<file path="src/rtl/dma_bus_sequencer.sv">
module dma_bus_sequencer #(
  parameter int NCH = 4
) (
  input  logic           clk,
  input  logic           rst_n,
  input  logic [NCH-1:0] req_i,
  input  logic [NCH-1:0] mask_i,
  input  logic [NCH-1:0] dir_i,
  input  logic [NCH-1:0] cascade_i,
  input  logic           more_i,
  input  logic           hold_ack_i,
  output logic           hold_req_o,
  output logic [NCH-1:0] ack_o,
  output logic           aen_o,
  output logic           astb_o,
  output logic           mem_rd_o,
  output logic           mem_wr_o,
  output logic           io_rd_o,
  output logic           io_wr_o
);
  localparam int CW = (NCH > 1) ? $clog2(NCH) : 1;

  typedef enum logic [2:0] {
    S_IDLE, S_WAIT, S_ADDR, S_STRB, S_RECV, S_DECIDE, S_CASC
  } st_t;

  st_t            st;
  logic [CW-1:0]  ch;
  logic           dir_r;
  logic [NCH-1:0] live;
  logic [CW-1:0]  pick;
  logic           pick_v;
  logic           in_svc;
  logic           strb;

  assign live = req_i & ~mask_i;

  always_comb begin
    pick_v = 1'b0;
    pick   = '0;
    for (int i = NCH-1; i >= 0; i--) begin
      if (live[i]) begin
        pick_v = 1'b1;
        pick   = CW'(i);
      end
    end
  end

  always_ff @(posedge clk) begin
    if (!rst_n) begin
      st    <= S_IDLE;
      ch    <= '0;
      dir_r <= 1'b0;
    end else begin
      case (st)
        S_IDLE:   if (pick_v) begin
                    st <= S_WAIT;
                    ch <= pick;
                  end
        S_WAIT:   if (hold_ack_i) begin
                    dir_r <= dir_i[ch];
                    st    <= cascade_i[ch] ? S_CASC : S_ADDR;
                  end
        S_ADDR:   st <= S_STRB;
        S_STRB:   st <= S_RECV;
        S_RECV:   st <= S_DECIDE;
        S_DECIDE: st <= (more_i && hold_ack_i) ? S_ADDR : S_IDLE;
        S_CASC:   if (!req_i[ch]) st <= S_IDLE;
        default:  st <= S_IDLE;
      endcase
    end
  end

  assign in_svc     = (st == S_ADDR) || (st == S_STRB) || (st == S_RECV) || (st == S_DECIDE);
  assign strb       = (st == S_STRB);
  assign hold_req_o = (st != S_IDLE);
  assign aen_o      = in_svc;
  assign astb_o     = (st == S_ADDR);
  assign mem_rd_o   = strb &&  dir_r;
  assign io_wr_o    = strb &&  dir_r;
  assign io_rd_o    = strb && !dir_r;
  assign mem_wr_o   = strb && !dir_r;

  always_comb begin
    ack_o = '0;
    if (in_svc || (st == S_CASC && hold_ack_i)) ack_o[ch] = 1'b1;
  end

  AST_ACK_ONEHOT: assert property (@(posedge clk) disable iff (!rst_n)
    $onehot0(ack_o));
  AST_ACK_NEEDS_HOLD: assert property (@(posedge clk) disable iff (!rst_n)
    (|ack_o) |-> hold_req_o);
  AST_GRANT_AFTER_HLDA: assert property (@(posedge clk) disable iff (!rst_n)
    $rose(aen_o) |-> $past(hold_ack_i));
  AST_ASTB_ONE_CLOCK: assert property (@(posedge clk) disable iff (!rst_n)
    astb_o |=> !astb_o);
  AST_STROBE_OWNS_BUS: assert property (@(posedge clk) disable iff (!rst_n)
    (mem_rd_o || mem_wr_o || io_rd_o || io_wr_o) |-> (aen_o && (|ack_o)));
  AST_NO_MIXED_PAIR: assert property (@(posedge clk) disable iff (!rst_n)
    !(mem_rd_o && mem_wr_o) && !(io_rd_o && io_wr_o));
  AST_STROBE_AFTER_ADDR: assert property (@(posedge clk) disable iff (!rst_n)
    $rose(mem_rd_o || mem_wr_o) |-> $past(astb_o));
endmodule

</file>
<file path="config.mk">
export PLATFORM = sky130hd
export DESIGN_NAME = dma_bus_sequencer
export DESIGN_NICKNAME = d
export VERILOG_FILES = /design/src/rtl/dma_bus_sequencer.sv
export SDC_FILE = /design/constraint.sdc
export NUM_CORES = 1
export LEC_CHECK = 0
export CAP_MARGIN = 10
export CORE_MARGIN = 1
export CORE_UTILIZATION = 30
export DETAILED_ROUTE_END_ITERATION = 12
export PLACE_DENSITY = 0.74
export SLEW_MARGIN = 20
export SYNTH_ARGS = -nofsm -noshare
export SYNTH_HDL_FRONTEND = slang
export SYNTH_SLANG_ARGS = --single-unit
export TNS_END_PERCENT = 10
</file>
<file path="constraint.sdc">
create_clock -name clk -period 1.3 [get_ports clk]
set_input_delay 0.13 -clock clk [delete_from_list [all_inputs] [get_ports clk]]
set_output_delay 0.13 -clock clk [all_outputs]
set_load 0.1 [all_outputs]
</file>
# Yosys cells after proc, flatten, opt, wreduce, memory -nomap -nowiden
# Index checks and enable logic that the tools add are counted.
dict set report op_classes {
  n_lt_le_gt_ge 2
  eq_ne 9
  muxes 23
  bitwise_logic 2
  n_reduce_logical 15
}
# operator count
set op_table {}
lappend op_table {{$pmux W3 S7} 1}
lappend op_table {{$mux W3} 4}
lappend op_table {{$mux W2} 5}
lappend op_table {{$eq A3 B3 Y1 const B} 3}
lappend op_table {{$mux W1} 8}
lappend op_table {{$bmux W1 S2} 3}
lappend op_table {{$eq A3 B2 Y1 const B} 2}
lappend op_table {{$ne A2 B2 Y1 const B} 3}
lappend op_table {{$logic_and A1 B1 Y1} 5}
lappend op_table {{$and A4 B4 Y4} 1}
lappend op_table {{$logic_or A1 B1 Y1} 4}
lappend op_table {{$mux W4} 1}
lappend op_table {{$not A4 Y4} 1}
lappend op_table {{$reduce_and A2 Y1} 2}
lappend op_table {{$eq A3 B1 Y1 const B} 1}
lappend op_table {{$logic_not A3 Y1} 1}
lappend op_table {{$lt A2 B3 Y1 const B} 1}
lappend op_table {{$reduce_and A3 Y1} 1}
lappend op_table {{$reduce_bool A3 Y1} 1}
lappend op_table {{$demux W1 S2} 1}
lappend op_table {{$ge A2 B1 Y1 const B} 1}
lappend op_table {{$logic_not A1 Y1} 1}
dict set report totals {
  regBits 6
  wordCells 54
}

# Depth between registers and ports, before layout
# Gate-level depths: netlist of the first run.
dict set report depth {
  word_depth 8
  mapped_depth 5
  ltp_nobuf 4
}

# Worst setup path after synthesis of the first run
# OpenSTA, ideal clock, no wires.
dict set report synth_path {
  path_kind {register to output}
  start {register st[2]}
  end {output port ack_o[0]}
  t_arrival_ns 2.823
  slack_ns -1.653
  stages_incl_launch_ff 4
  cell_sequence {dfxtp_1 > clkbuf_1 > o21ai_0 > nor3_1}
}
dict set report synth_via {
  elab_chain_cells 6
  word_cells_on_any_way 11
}
# element line
set synth_rtl {}
lappend synth_rtl {{from (decl)} 27} ;# st_t st;
lappend synth_rtl {{from (signal assigned)} 62} ;# st <= cascade_i[ch] ? S_CASC : S_ADDR;
lappend synth_rtl {{from (signal assigned)} 67} ;# S_DECIDE: st <= (more_i && hold_ack_i) ? S_ADDR : S_IDLE;
lappend synth_rtl {{$eq A3 B2 Y1} 74} ;# assign in_svc = (st == S_ADDR) || (st == S_STRB) || (st == S_RECV) || (st == S_DECIDE);
lappend synth_rtl {{$logic_or A1 B1 Y1 (3 in a row)} 74}
lappend synth_rtl {{$logic_or A1 B1 Y1 (*)} 86} ;# if (in_svc || (st == S_CASC && hold_ack_i)) ack_o[ch] = 1'b1;
lappend synth_rtl {{$mux W4 (*)} 86}
lappend synth_rtl {{to (decl)} 13} ;# output logic [NCH-1:0] ack_o,
# Mark *: on every way between the ends. The rest lies on a longest branch, timed or not.

# Worst setup path in the final report of the first run
dict set report layout_path {
  start {register st[0]}
  end {output port ack_o[2]}
}
# Same word-level chain as after synthesis.

==> qor.yml, run 1 <==
floorplanning:
  rows: 15
  dieArea_mm2: 0.002010
  die_w_um: 44.84
  initial_utilization: 0.3188
  io_pins: 31
  fp.dieH_um: 44.84
  core_area_mm2: 0.001727
synthesis:
  synth_area_leaders: "dfxtp_1 (22%), nor2b_1 (10%), nor3_1 (7.3%), mux4_1 (4.8%), mux4_2 (4.1%)"
  ys_seq_area_frac: 0.2182
  syn_nets: 88
  synth.ff_latch_count: 6
  synth_area_per_cell_um2: 8.096
  yosys.cell_types.count: 33
  yosysTopAreaCell: "dfxtp_1"
  post-synth-top-count-cell: "nor2b_1"
  yosysWarnings: 0
  ys.flop_type: "dfxtp_1"
  synth_cells: 68
  synth.top_cell.area_share: 0.2182
  netlist_area_um2: 550.5
  synth_common_cells: "nor2b_1 (9), nor3_1 (8), dfxtp_1 (6), nor2_1 (5), inv_1 (4)"
  async_reset_ff_frac: 0
  synth-edff-count: 0
routing:
  drc: 0
  wl_per_cell_um: 13.31
  drtIter0Drc: 11
  viasPerCell: 4.971
  firstDrtPassIters: 4
  antenna_left: 0
  routed_wl_mm: 1.810
  num_vias: 676
global_route:
  grt_pass1_wl_mm: 2.842
  grt_overflow_total: 0
  antenna_found_initial: 0
  grt_max_degree: 8
  gr-usage-all-layers: 0.2025
  grt_pass1_vias: 673
cells_and_area:
  num_antenna_cells: 0
  area_growth_pct: 131.6
  fill_cells: 119
  stdcell_count: 136
  drive_gt1_frac: 0.5495
  fin_area_mm2: 0.001275
  seqCellArea_um2: 133.9
  multi_input_area_um2: 530.5
  final_nets: 133
cts:
  clk_latency_ns: 0.25
  cts_tree: "yes"
  numCtsBuffers: 3
  cts_max_path_buffers: 2
  path_clk_slew_ns: 0.05
  htreeDepth: 1
  cts-root-buf: "clkbuf_4"
  clkSinkCount: 6
critical_path:
  criticalPathCategory: "flip-flop to output port"
  start_kind: "flip-flop"
  crit_start: "st[0]$_SDFFE_PN0P_"
  crit_fanout: 4
  worstReg2RegStart: "ch[1]$_SDFFE_PN0P_"
  endpoint_kind: "output port"
  crit_slowest_cell: "dfxtp_2"
  worst_ep_arrival_time_ns: 1.38
  cp_top_family: "compound AO/OA/AOI/OAI gates"
  cp_cell_sequence: "o211ai_1 -> o21ai_4 -> nor3_4 -> buf_12"
  path_buf_inv: 1
  max_stage_delay_ns: 0.31
  crit_required_ns: 1.17
power_and_ir_drop:
  power.internal_mw: 0.6665
  combPwrFrac: 0.646
  power_density_mw_per_mm2: 944.3
  switching_power_mw: 0.5375
  sw_frac_of_total: 0.4464
  power_leakage_nw: 0.5135
  ir_drop_v: 0.0005462
  p_seq_frac: 0.201
  p_clk_frac: 0.153
place:
  portBuffers: 30
  place.detailed.hpwl_mm: 1.338
  dpl-instance-area_mm2: 0.001136
  dp.cells: 132
  place.gp.congestion: 0.8098
timing:
  min_period_over_period: 1.164
  finalCriticalPeriod_ns: 1.513
  worstMarginPinSlew_ns: 0.3325
  relSlewSlack: 0.7775
  hold_viol: 0
  timing.final.ws_setup_ns: -0.2131
  rsz0062_at_grt: "yes"
  drv_slew: 0
  fin_skew_ns: 0.0002249
  setup_viol: 14
  fmax_mhz: 660.9
worst_hold_path:
  min_from: "hold_ack_i"
  hp-class: "input port to flip-flop"
flow_run:
  cap_violations: 0
status:
  violations: "setup timing"
  status: "finished, violations left"
metal layers:
layer | GRT usage | vias to the layer above | part of all wire
met5 | 0 | - | 0
met4 | 0.09697 | 0 | 0.019
met3 | 0.06800 | 4 | 0.044
met1 | 0.2247 | 323 | 0.37
li1 | - | 327 | -
met2 | 0.3471 | 22 | 0.57
timing repair:
item                       4_1_cts  5_1_grt
setup endpoints to repair       14       16
buffers inserted                 1        0
pin swaps                        5        6
hold buffers                     0        0
resized for setup               15       15
hold endpoints to repair         0        0
tightest hold or removal path, cell delays in order:
cell,delay (ns)
dlygate4sd2_1,0.22
buf_4,0.13
a311oi_2,0.11
o21ai_1,0.12
final cells by class:
type                       instances  share of cell area
sequential                         6              0.1050
clock buffer                       3             0.01766
tap                               25             0.02453
timing repair buffer              46              0.4249
multi-input combinational         52              0.4161
inverter                           4             0.01178
path summary, 6_finish.rpt:
check / cells past startpoint / slack, ns / to
worst max-delay path: 4 / -0.21 / ack_o[2]
worst min-delay path: 4 / 0.49 / st[2]$_SDFFE_PN0P_
worst max register to register: 4 / -0.05 / st[2]$_SDFFE_PN0P_
worst min register to register: 2 / 0.59 / dir_r$_SDFFE_PN0P_
metrics by stage:
| stage | hold WS [ns] | TNS [ns] | setup WS, ns | util | total power, mW |
|---|---|---|---|---|---|
| final | 0.4942 | -1.294 | -0.2131 | 0.7384 | 1.204 |
| after global routing | 0.5170 | -1.970 | -0.2688 | 0.7384 | 1.261 |
| after CTS | 0.4714 | -1.513 | -0.2773 | 0.7065 | 1.172 |
| after detailed placement | 0.5322 | -2.251 | -0.3109 | 0.6580 | 0.9414 |
| after global placement | 0.5138 | -2.170 | -0.2936 | 0.6580 | 0.9263 |
| after floorplan | 0.2478 | -3.956 | -0.4519 | - | 0.6627 |
power by group through the flow:
stage | Clock, mW | Sequential (mW) | Combinational [mW]
after floorplan | 0 | 0.225 | 0.438
after global placement | 0 | 0.240 | 0.686
after detailed placement | 0 | 0.239 | 0.702
after CTS | 0.190 | 0.239 | 0.743
after global routing | 0.203 | 0.245 | 0.814
final | 0.184 | 0.242 | 0.777
sequential cells by signal, indices dropped and copies added (netlist names):
name   flops
dir_r      1
st         3
ch         2
placed cells by master (no fill, tap or decap), drive strengths merged, types with 3 or more instances in the layout:
master / synthesis / layout
a21oi: 3 / 3
inv: 4 / 4
o21ai: 3 / 3
nor2b: 10 / 10
nor2: 5 / 5
clkbuf: 1 / 3
clkdlybuf4s50: 0 / 16
nor3: 8 / 8
buf: 5 / 27
dfxtp: 6 / 6
cells by family (layout without fill, tap and decap cells):
group / count (synthesis) / after routing / synth area share
multiplexers: 5 / 5 / 0.1455
buffers and inverters: 10 / 53 / 0.09998
XOR/XNOR: 1 / 1 / 0.01591
flip-flops: 6 / 6 / 0.2182
AND/OR/NAND/NOR: 33 / 33 / 0.3591
AO/OA/AOI/OAI: 13 / 13 / 0.1614
(Power assumes the default switching activity.)
==> run 2, diff against run 1 <==
- GPL_ROUTABILITY_DRIVEN: default -> 0
- SKIP_LAST_GASP: default -> 1
==> run 2 against run 1 <==
  * The flow still finishes with violations (setup timing)
  * Combinational power fell by 7.2%
  * Global-route usage fell by 2.2 points
  * Via count is 1.3% lower
  * Sequential share of layout area about the same
  * Clock skew rose by 0.0032 ns
  * Routed wire length fell by 8.7%
  * Setup slack gained 0.012 ns
  * First-iteration DRC count unchanged
  * Count of clock-buffer cells in the layout unchanged
==> qor.yml, run 2 (same netlist as run 1, synthesis figures left out) <==
floorplanning:
  die_w_um: 44.84
  io_pins: 31
  rows: 15
  fp.dieH_um: 44.84
  core_area_mm2: 0.001727
  initial_utilization: 0.3188
  dieArea_mm2: 0.002010
power_and_ir_drop:
  p_total_mw: 1.147
  ir_drop_v: 0.0005365
  power_density_mw_per_mm2: 963.6
  power_leakage_nw: 0.4663
critical_path:
  reg2reg_depth: 4
  rrSetupSlack_ns: -0.07
  worst_ep_arrival_time_ns: 1.37
  endpoint_kind: "output port"
  crit_required_ns: 1.17
  crit_fanout: 4
  max_stage_delay_ns: 0.31
  crit_slowest_cell: "dfxtp_2"
  r2r-end: "st[2]$_SDFFE_PN0P_"
  worstReg2RegStart: "ch[1]$_SDFFE_PN0P_"
  cp_cell_sequence: "o211ai_1 -> o21ai_4 -> nor3_4 -> buf_12"
  criticalPathCategory: "flip-flop to output port"
  start_kind: "flip-flop"
status:
  status: "finished, violations left"
  violations: "setup timing"
cells_and_area:
  seqCellArea_um2: 125.1
  largest_reg_flops: 3
  multi_input_area_um2: 466.7
  final_common_cell: "clkdlybuf4s50_1"
  final_nets: 133
  num_antenna_cells: 0
  fill_cells: 138
  final_util: 0.6891
  drive_gt1_frac: 0.4505
  area_growth_pct: 116.1
  top_register: "st"
  final_cell_mix: "clkdlybuf4s50_1 (18), buf_4 (16), buf_12 (11)"
  reg.largest.list: "st (3), ch (2), dir_r (1)"
timing:
  rsz0062_at_grt: "yes"
  fin_skew_ns: 0.003438
  finalCriticalPeriod_ns: 1.501
  min_period_over_period: 1.154
  drv_slew: 0
  hold_viol: 0
  setup_viol: 15
  fmax_mhz: 666.3
  timing.final.ws_setup_ns: -0.2008
  holdWs_ns: 0.4733
  final.setup.tns_ns: -1.595
  relSlewSlack: 0.7088
  worstMarginPinSlew_ns: 0.4259
flow_run:
  cap_violations: 0
routing:
  drc: 0
  viasPerCell: 4.904
  num_vias: 667
  antenna_left: 0
  drtIter0Drc: 11
  routed_wl_mm: 1.652
  wl_per_cell_um: 12.15
  firstDrtPassIters: 4
cts:
  cts-root-buf: "clkbuf_4"
  cts_hold_buf: 0
  cts_max_path_buffers: 2
  clkSinkCount: 6
  htreeDepth: 1
  cts_tree: "yes"
  clk_latency_ns: 0.25
  numCtsBuffers: 3
  path_clk_slew_ns: 0.05
worst_hold_path:
  min_from: "hold_ack_i"
  worstHoldPathCells: 4
  min_to: "st[2]$_SDFFE_PN0P_"
  hp-class: "input port to flip-flop"
global_route:
  gr-usage-all-layers: 0.1801
  grt_overflow_total: 0
  grt_max_degree: 8
  grt_pass1_wl_mm: 2.580
  grt_pass1_vias: 634
  antenna_found_initial: 0
place:
  place.detailed.hpwl_mm: 1.338
  portBuffers: 30
[run 2: cell types whose count changed in the layout (fill, tap and decap cells not counted), moves of 2 or more]
cell / previous run / this run
clkdlybuf4s50_1: 16 / 18
nand2b_1: 0 / 2
dlymetal6s2s_1: 2 / 0
buf_6: 2 / 0
buf_4: 14 / 16
dfxtp_4: 3 / 0
nand2b_4: 2 / 0
dfxtp_2: 2 / 4
nor2b_1: 5 / 7
[run 2: what timing repair did]
action                                 in CTS  in global routing
endpoints found under the hold margin       0                  0
setup endpoints to repair                  14                 17
setup buffers                               1                  0
pin swaps                                   3                  2
gates resized for setup                     4                  5
[run 2: how the worst max path moves through the flow]
stage	startpoint	to	slack [ns]	cells past startpoint
after floorplan	st[0]$_SDFFE_PN0P_	ack_o[0]	-0.45	4
after global placement	hold_ack_i	ack_o[0]	-0.29	6
after detailed placement	req_i[0]	ch[0]$_SDFFE_PN0P_	-0.31	5
after CTS	st[0]$_SDFFE_PN0P_	ack_o[2]	-0.28	4
after global routing	st[0]$_SDFFE_PN0P_	ack_o[3]	-0.23	4
final	st[0]$_SDFFE_PN0P_	ack_o[2]	-0.20	4
[run 2: critical path, delay by kind of cell (launching register included)]
kind / cells / cell delay (ns)
AO/OA/AOI/OAI: 2 / 0.40
flip-flops: 1 / 0.31
AND/OR/NAND/NOR: 1 / 0.20
buffers and inverters: 1 / 0.20
[run 2: cell type report]
type                       instances  share of cell area
clock buffer                       3             0.01893
inverter                           4             0.01262
multi-input combinational         52              0.3922
sequential                         6              0.1052
tap                               25             0.02629
timing repair buffer              46              0.4448
[run 2: metrics by stage]
stage / setup slack, ns / instances / cell area [um^2]
after CTS: -0.2774 / 136 / 1175
after floorplan: -0.4519 / 68 / 638.1
after global routing: -0.2294 / 136 / 1190
final: -0.2008 / 136 / 1190
after global placement: -0.2936 / 132 / 1136
after detailed placement: -0.3109 / 132 / 1136
[run 2: where the power goes]
| group | switching [mW] | internal, mW |
|---|---|---|
| Sequential | 0.0326 | 0.210 |
| Combinational | 0.397 | 0.324 |
| Clock | 0.0781 | 0.105 |
| Total | 0.508 | 0.639 |
[run 2: metal layers]
| layer | wire (um) | share of wire | track usage | vias to the layer above |
|---|---|---|---|---|
| met2 | 882 | 0.53 | 0.2882 | 25 |
| met5 | 0 | 0 | 0 | - |
| li1 | - | - | - | 324 |
| met4 | 15 | 0.0091 | 0.07879 | 0 |
| met1 | 655 | 0.40 | 0.2153 | 316 |
| met3 | 99 | 0.060 | 0.06800 | 2 |
